**src/rtl/rx_fifo_irq.sv**
```systemverilog
module rx_fifo_irq #(
  parameter int DW        = 8,
  parameter int DEPTH_MAX = 16,
  parameter int WD_TICKS  = 64
) (
  input  logic          clk,
  input  logic          rst_n,
  input  logic          push,
  input  logic [DW-1:0] push_data,
  input  logic          pop,
  input  logic          size16,
  input  logic          lvl_hi,
  input  logic          lvl_lo,
  input  logic          wd_en,
  input  logic          bit_tick,
  input  logic          ovr_clr,
  output logic [DW-1:0] rd_data,
  output logic          rdy,
  output logic          full,
  output logic          ovr,
  output logic          irq
);
  localparam int AW  = $clog2(DEPTH_MAX);
  localparam int CW  = AW + 1;
  localparam int WW  = $clog2(WD_TICKS);
  localparam int LOD = DEPTH_MAX / 2;

  logic [DW-1:0] mem [DEPTH_MAX];
  logic [AW-1:0] wp, rp, last;
  logic [CW-1:0] cnt, depth, thr;
  logic [WW-1:0] wdc;
  logic          size_q, wd_flag, ovr_q;
  logic          flush, do_push, do_pop;

  assign flush   = size16 != size_q;
  assign depth   = size_q ? CW'(DEPTH_MAX) : CW'(LOD);
  assign last    = size_q ? AW'(DEPTH_MAX - 1) : AW'(LOD - 1);
  assign full    = cnt == depth;
  assign rdy     = cnt != '0;
  assign do_push = push && !full && !flush;
  assign do_pop  = pop && rdy && !flush;
  assign rd_data = mem[rp];
  assign ovr     = ovr_q;

  always_comb begin
    case ({lvl_hi, lvl_lo})
      2'b00:   thr = CW'(1);
      2'b01:   thr = size_q ? CW'(DEPTH_MAX / 2) : CW'((3 * LOD) / 8);
      2'b10:   thr = size_q ? CW'((3 * DEPTH_MAX) / 4) : CW'((3 * LOD) / 4);
      default: thr = depth;
    endcase
  end

  assign irq = (cnt >= thr) || wd_flag;

  always_ff @(posedge clk) begin
    if (do_push) mem[wp] <= push_data;
  end

  always_ff @(posedge clk or negedge rst_n) begin
    if (!rst_n) begin
      wp <= '0; rp <= '0; cnt <= '0; size_q <= 1'b0;
    end else if (flush) begin
      wp <= '0; rp <= '0; cnt <= '0; size_q <= size16;
    end else begin
      if (do_push) wp <= (wp == last) ? '0 : wp + 1'b1;
      if (do_pop)  rp <= (rp == last) ? '0 : rp + 1'b1;
      cnt <= cnt + CW'(do_push) - CW'(do_pop);
    end
  end

  always_ff @(posedge clk or negedge rst_n) begin
    if (!rst_n) begin
      wdc <= '0; wd_flag <= 1'b0;
    end else if (flush || !wd_en) begin
      wdc <= '0; wd_flag <= 1'b0;
    end else if (push || pop) begin
      wdc <= '0;
      if (do_pop) wd_flag <= 1'b0;
    end else if (bit_tick && rdy && !wd_flag) begin
      if (wdc == WW'(WD_TICKS - 1)) begin
        wd_flag <= 1'b1;
        wdc     <= '0;
      end else begin
        wdc <= wdc + 1'b1;
      end
    end
  end

  always_ff @(posedge clk or negedge rst_n) begin
    if (!rst_n)                       ovr_q <= 1'b0;
    else if (push && full && !flush)  ovr_q <= 1'b1;
    else if (ovr_clr)                 ovr_q <= 1'b0;
  end


  cnt_bound_chk: assert property (@(posedge clk) disable iff (!rst_n)
    cnt <= depth);

  ovr_set_chk: assert property (@(posedge clk) disable iff (!rst_n)
    (push && full && !flush) |=> ovr);

  ovr_clr_chk: assert property (@(posedge clk) disable iff (!rst_n)
    (ovr_clr && !(push && full && !flush)) |=> !ovr);

  wd_pop_chk: assert property (@(posedge clk) disable iff (!rst_n)
    (pop && rdy && !flush) |=> !wd_flag);

  flush_chk: assert property (@(posedge clk) disable iff (!rst_n)
    (size16 != size_q) |=> !rdy);

  empty_quiet_chk: assert property (@(posedge clk) disable iff (!rst_n)
    !rdy |-> !irq);
endmodule

```
**config.mk**
```make
export PLATFORM = sky130hd
export DESIGN_NAME = rx_fifo_irq
export DESIGN_NICKNAME = d
export VERILOG_FILES = /design/src/rtl/rx_fifo_irq.sv
export SDC_FILE = /design/constraint.sdc
export NUM_CORES = 1
export LEC_CHECK = 0
export CAP_MARGIN = 20
export CORE_AREA = 5 5 126 128
export CTS_BUF_LIST = sky130_fd_sc_hd__clkbuf_8
export DETAILED_ROUTE_END_ITERATION = 16
export DIE_AREA = 0 0 131 133
export HOLD_SLACK_MARGIN = 0.05
export SLEW_MARGIN = 20
export SYNTH_ARGS = -nofsm -noshare
export SYNTH_HDL_FRONTEND = slang
export SYNTH_SLANG_ARGS = --single-unit
```
**constraint.sdc**
```tcl
create_clock -name clk -period 5.67 [get_ports clk]
set_clock_uncertainty 0.05 [all_clocks]
set_input_delay 1.134 -clock clk [delete_from_list [all_inputs] [get_ports clk]]
set_output_delay 1.134 -clock clk [all_outputs]
set_load 0.02 [all_outputs]
```
# == Word-level counts from Yosys, hierarchy flattened ==
# Memories as Yosys holds them, arrays and structs flattened.
# Index checks and enable logic that the tools add are counted.
# totals
register_bits,22
ram_bits,128
inputBits,18
out_inout_bits,12
wordCells,70
mem_count,1
# classes
add_sub_neg,5
order_cmp,1
n_eq_ne,8
mux,25
n_reduce_logical,23
# mem_list
name,depth,width,read_ports,rd_clocked_by_memory_dff,wr,line_no,text
mem,16,8,1,0,1,28,logic [DW-1:0] mem [DEPTH_MAX];
# op_table
operator,count
$mux 4,9
$mux 6,4
$pmux 5 s3,1
$mux 5,2
$mux 1,9
$add 4x1->4 const B,2
$eq 4x4->1,2
$logic_and 1x1->1,8
$add 6x1->6 const B,1
$eq 6x6->1 const B,1
$reduce_bool 2->1,3
$reduce_bool 3->1,2
$add 5x1->5,1
$eq 5x5->1,1
$ge 5x5->1,1
$reduce_bool 5->1,1
$sub 5x1->5,1
$logic_not 1->1,4
$logic_or 1x1->1,3
$ne 3x3->1 const B,1
$reduce_and 3->1,1
$eq 2x1->1 const B,1
$eq 2x2->1 const B,1
$logic_not 2->1,1
$ne 1x1->1,1

# == Depth between registers and ports, before layout ==
# logic_depth
word_depth,8
depth_mapped,16
mapped_depth_nobuf,15

# == Least setup slack after synthesis ==
# Ideal clock, no wire load.
# synth_timing
path_kind,input-to-reg
start,input size16
end,register cnt[4]
setup_ns,0.078
t_arrival_ns,3.257
required_ns,5.542
path_slack_ns,2.285
path_stages,13
path_buffers,1
path_cell_list,xnor2_1 nand3_1 clkbuf_1 ha_1 inv_1 ha_1 inv_1 fa_1 inv_1 a21oi_1 nor2_1 or3_1 a21oi_1
# synth_via
elab_chain_cells,6
word_cells_on_any_way,7
classes_between,2 x add/sub; 1 x eq/ne; 1 x mux; 3 x reduce/logical
# synth_rtl
item,line_no,text
from (decl),11,"input logic size16,"
$ne 1x1->1 (*),35,assign flush = size16 != size_q;
$logic_not 1->1,"40, 41",
$logic_and 1x1->1,40,assign do_push = push && !full && !flush;
$add 5x1->5,68,cnt <= cnt + CW'(do_push) - CW'(do_pop);
$sub 5x1->5,68,
$mux 5 (*),63,end else if (flush) begin
to (signal assigned),68,
to (decl),30,"logic [CW-1:0] cnt, depth, thr;"
# Every way passes the cells marked *; elsewhere a longest branch is shown, timed or not.
# A chain may end at the register's enable or synchronous reset.

# == Worst setup path in the final report ==
# layout_timing
start,input lvl_hi
end,output irq
# layout_via
elab_chain_cells,4
word_cells_on_any_way,6
classes_between,1 x order compare; 2 x eq/ne; 1 x mux; 2 x reduce/logical
# layout_rtl
item,line_no,text
from (decl),12,"input logic lvl_hi,"
$eq 2x2->1 (tied with other cells),46,"case ({lvl_hi, lvl_lo})"
$pmux 5 s3 (*),46,
$ge 5x5->1 (*),54,assign irq = (cnt >= thr) || wd_flag;
$logic_or 1x1->1 (*),54,
to (decl),21,output logic irq
# Marked as above.

==> results.py <==
metrics = {
    "run_status": {
        "status": "completed",
    },
    "global_route": {
        "antenna_found_initial": 0,
        "grt_pass1_wl_um": 20800,
        "grt_overflow": 0,
        "grt_pass1_vias": 3678,
        "grt_usage_pct": 16.0,
        "grt_max_degree": 38,
    },
    "setup_path": {
        "path_max_fanout": 5,
        "r2r_end": "cnt[4]$_DFF_PN0_",
        "worstReg2RegStart": "size_q$_DFFE_PN0N_",
        "r2r_slack_ps": 2190,
        "crit_chain": "clkdlybuf4s50_1 > xor2_1 > nand2b_1 > ha_1 > a21oi_1 > nor2b_1 > o21ai_0 > a21oi_1 > clkdlybuf4s50_1",
        "end_kind": "output port",
        "cp_data_required_time_ps": 4490,
        "path_class": "in -> out",
        "critical_path.top_delay_family": "buffers and inverters",
        "arrival_ps": 3300,
        "critPathMaxStageDelay_ps": 610,
        "r2r_cells": 13,
        "cp_slowest_cell": "clkdlybuf4s50_1",
        "crit_buf_inv": 2,
        "start_kind": "input port",
    },
    "finish": {
        "instances_no_fill": 663,
        "area_growth_pct": 15.5,
        "multi_input_area_um2": 1950,
        "fin_nets": 499,
        "drive_gt1_share_pct": 15.6,
        "postLayoutCoreUtil_pct": 50.7,
        "seq_area_um2": 4400,
        "antenna_cells": 0,
        "fillCellCount": 1256,
    },
    "routing": {
        "wl_met2_um": 6230,
        "wl_um": 12900,
        "drtAntennaViolNets": 0,
        "routed_via_density": 5.45,
        "maxUsedRoutingLayer": "met4",
        "drc": 0,
        "dr_wl_met3_um": 480,
        "initialDrtViolationCount": 291,
        "drt-pass1-iter-count": 4,
        "wire_per_inst_um": 19.4,
        "wl_met1_um": 5980,
        "num_vias": 3613,
    },
    "die": {
        "die_h_um": 133,
        "pin_count": 30,
        "rows": 45,
        "initial_core_util_pct": 43.9,
        "coreArea_um2": 14800,
        "die_w_um": 131,
        "dieArea_um2": 17400,
    },
    "placed_design": {
        "dp_hpwl_um": 8470,
        "dp.cells": 632,
        "place.port_buffers": 29,
        "place_congestion": 0.794,
    },
    "worst_hold_path": {
        "min_path_cells": 2,
        "holdPathEnd": "ovr$_DFFE_PN0P_",
        "hp-class": "reg -> reg",
        "hp-start": "ovr$_DFFE_PN0P_",
    },
    "sta": {
        "finalSetupTns_ps": 0,
        "max_freq_mhz": 223,
        "timing.hold.ws_ps": 478,
        "maxSlewHeadroom_pct": 29.6,
        "finalHoldViolCount": 0,
        "finalSetupViolations": 0,
        "worst_slew_pin_slew_ps": 1050,
        "min_period_ps": 4480,
        "rsz0062_at_grt": "false",
        "slew_violations": 0,
        "min_period_over_period_pct": 79.0,
    },
    "logic_synthesis": {
        "synth_cell_types": 40,
        "synth_fp_nets": 459,
        "seq_area_frac_synth_pct": 67.9,
        "avgSynthCellArea_um2": 15.3,
        "syn_inst": 423,
        "yosys_register_bits": 150,
        "synthArstFlopShare_pct": 14.7,
        "ys.flop_type": "edfxtp_1",
        "synthesis.area_um2": 6470,
        "yosys_warnings": 0,
        "synth_edf_count": 128,
    },
    "clocking": {
        "cts_sinks": 150,
        "ctsHoldBuffers": 0,
        "clock_path_buffers": 2,
        "clkLatencyLatePin_ps": 440,
        "htree_levels": 4,
        "numCtsBuffers": 17,
        "cts_setup_buffers": 0,
        "path_clk_slew_ps": 70,
        "cts_tree": "yes",
        "cts_resized": 0,
        "cts-root-buf": "clkbuf_8",
    },
    "power": {
        "max-vdd-ir-drop_mv": 0.181,
        "powerDensity_nw_per_um2": 387,
        "p_leak_nw": 2.55,
    },
    "flow_run": {
        "maxCapViolations": 0,
    },
}
worst register-to-register path: cells and delay by family (launching register included):
family                   cells  cell delay, ps
AO/OA/AOI/OAI                3             580
adder cells (fa/ha/maj)      3             880
buffers and inverters        3             160
flip-flops                   1             540
AND/OR/NAND/NOR              4            1190
power by group:
part | leakage, nW | switching [mW] | total, mW | internal (mW)
Combinational | 0.883 | 0.333 | 0.693 | 0.360
Clock | 0.215 | 0.390 | 0.865 | 0.475
Sequential | 1.45 | 0.102 | 1.34 | 1.24
sequential cells by signal (all words and copies together), names as in the netlist:
signal,flops
rp,4
size_q,1
mem,128
cnt,5
wp,4
wd_flag,1
ovr,1
wdc,6
layout make-up:
class	instances	share of cell area [%]
Clock inverter	14	2.48
Inverter	19	0.954
Timing Repair Buffer	43	5.39
Multi-Input combinational cell	232	26.1
Sequential cell	150	58.8
Tap cell	188	3.15
Clock buffer	17	3.13
metrics by stage:
| step | power [mW] | setup WS (ps) | instance area [um2] |
|---|---|---|---|
| after floorplan | 1.83 | 2280 | 6470 |
| after global placement | 2.05 | 1290 | 7060 |
| after detailed placement | 2.07 | 1190 | 7060 |
| after CTS | 2.93 | 1120 | 7470 |
| after global routing | 3.05 | 945 | 7480 |
| final | 2.90 | 1190 | 7480 |
Yosys cell counts, types with 4 or more instances:
cell | count | area (um2)
nor2_1 | 20 | 75.1
buf_2 | 7 | 35.0
inv_1 | 19 | 71.3
a221oi_1 | 8 | 70.1
dfrtp_1 | 22 | 551
xor2_1 | 10 | 87.6
nand2_1 | 20 | 75.1
clkbuf_1 | 14 | 52.6
edfxtp_1 | 128 | 3840
xnor2_1 | 4 | 35.0
mux2_2 | 8 | 90.1
o21ai_0 | 19 | 95.1
mux4_2 | 16 | 360
ha_1 | 17 | 213
nor4_1 | 12 | 75.1
nor2b_1 | 4 | 25.0
a22oi_1 | 8 | 60.1
mux2i_1 | 26 | 260
a21oi_1 | 21 | 105
nand3_1 | 8 | 40.0
kinds of logic (layout without fill, tap and decap cells):
logic type	Yosys count	after routing	share of synthesized area, %
adder cells (fa/ha/maj)	18	18	3.60
flip-flops	150	150	67.9
AO/OA/AOI/OAI	65	65	6.32
buffers and inverters	41	93	2.63
multiplexers	50	50	11.0
AND/OR/NAND/NOR	85	85	6.69
XOR/XNOR	14	14	1.89
worst max path at each step:
| stage | start | end | slack, ps | cells past startpoint |
|---|---|---|---|---|
| 5_1_grt | rp[1]$_DFFE_PN0P_ | rd_data[7] | 940 | 6 |
| 4_1_cts | rp[1]$_DFFE_PN0P_ | rd_data[3] | 1120 | 6 |
| 6_report | lvl_hi | irq | 1190 | 9 |
| 3_5_place_dp | lvl_hi | irq | 1190 | 9 |
| 2_1_floorplan | size16 | cnt[4]$_DFF_PN0_ | 2280 | 13 |
| 3_3_place_gp | lvl_hi | irq | 1290 | 9 |
routing by layer:
metal / vias to the layer above / GRT usage [%]
met2: 57 / 23.6
li1: 1713 / -
met5: - / 0
met3: 14 / 3.84
met1: 1829 / 23.3
met4: 0 / 5.49
layout by cell type, fill, tap and decap left out, types with 3 or more instances in the layout:
cell type        instances
mux4_2                  16
clkbuf_8                17
nor4_2                   5
bufinv_16                4
nand3_1                  8
a22oi_1                  8
o21ai_0                 19
mux2i_1                 26
nor2_1                  20
mux2_2                   8
inv_1                   21
a21oi_1                 21
clkdlybuf4s50_1         28
a221oi_1                 8
nand2_1                 20
or3_1                    3
ha_1                    17
nand2b_1                 3
xor2_1                  10
nor4_1                   6
nor2b_1                  4
buf_4                   13
dfrtp_1                 21
edfxtp_1               128
nor3_1                   3
xnor2_1                  4
Power figures use the tool's default switching activity.
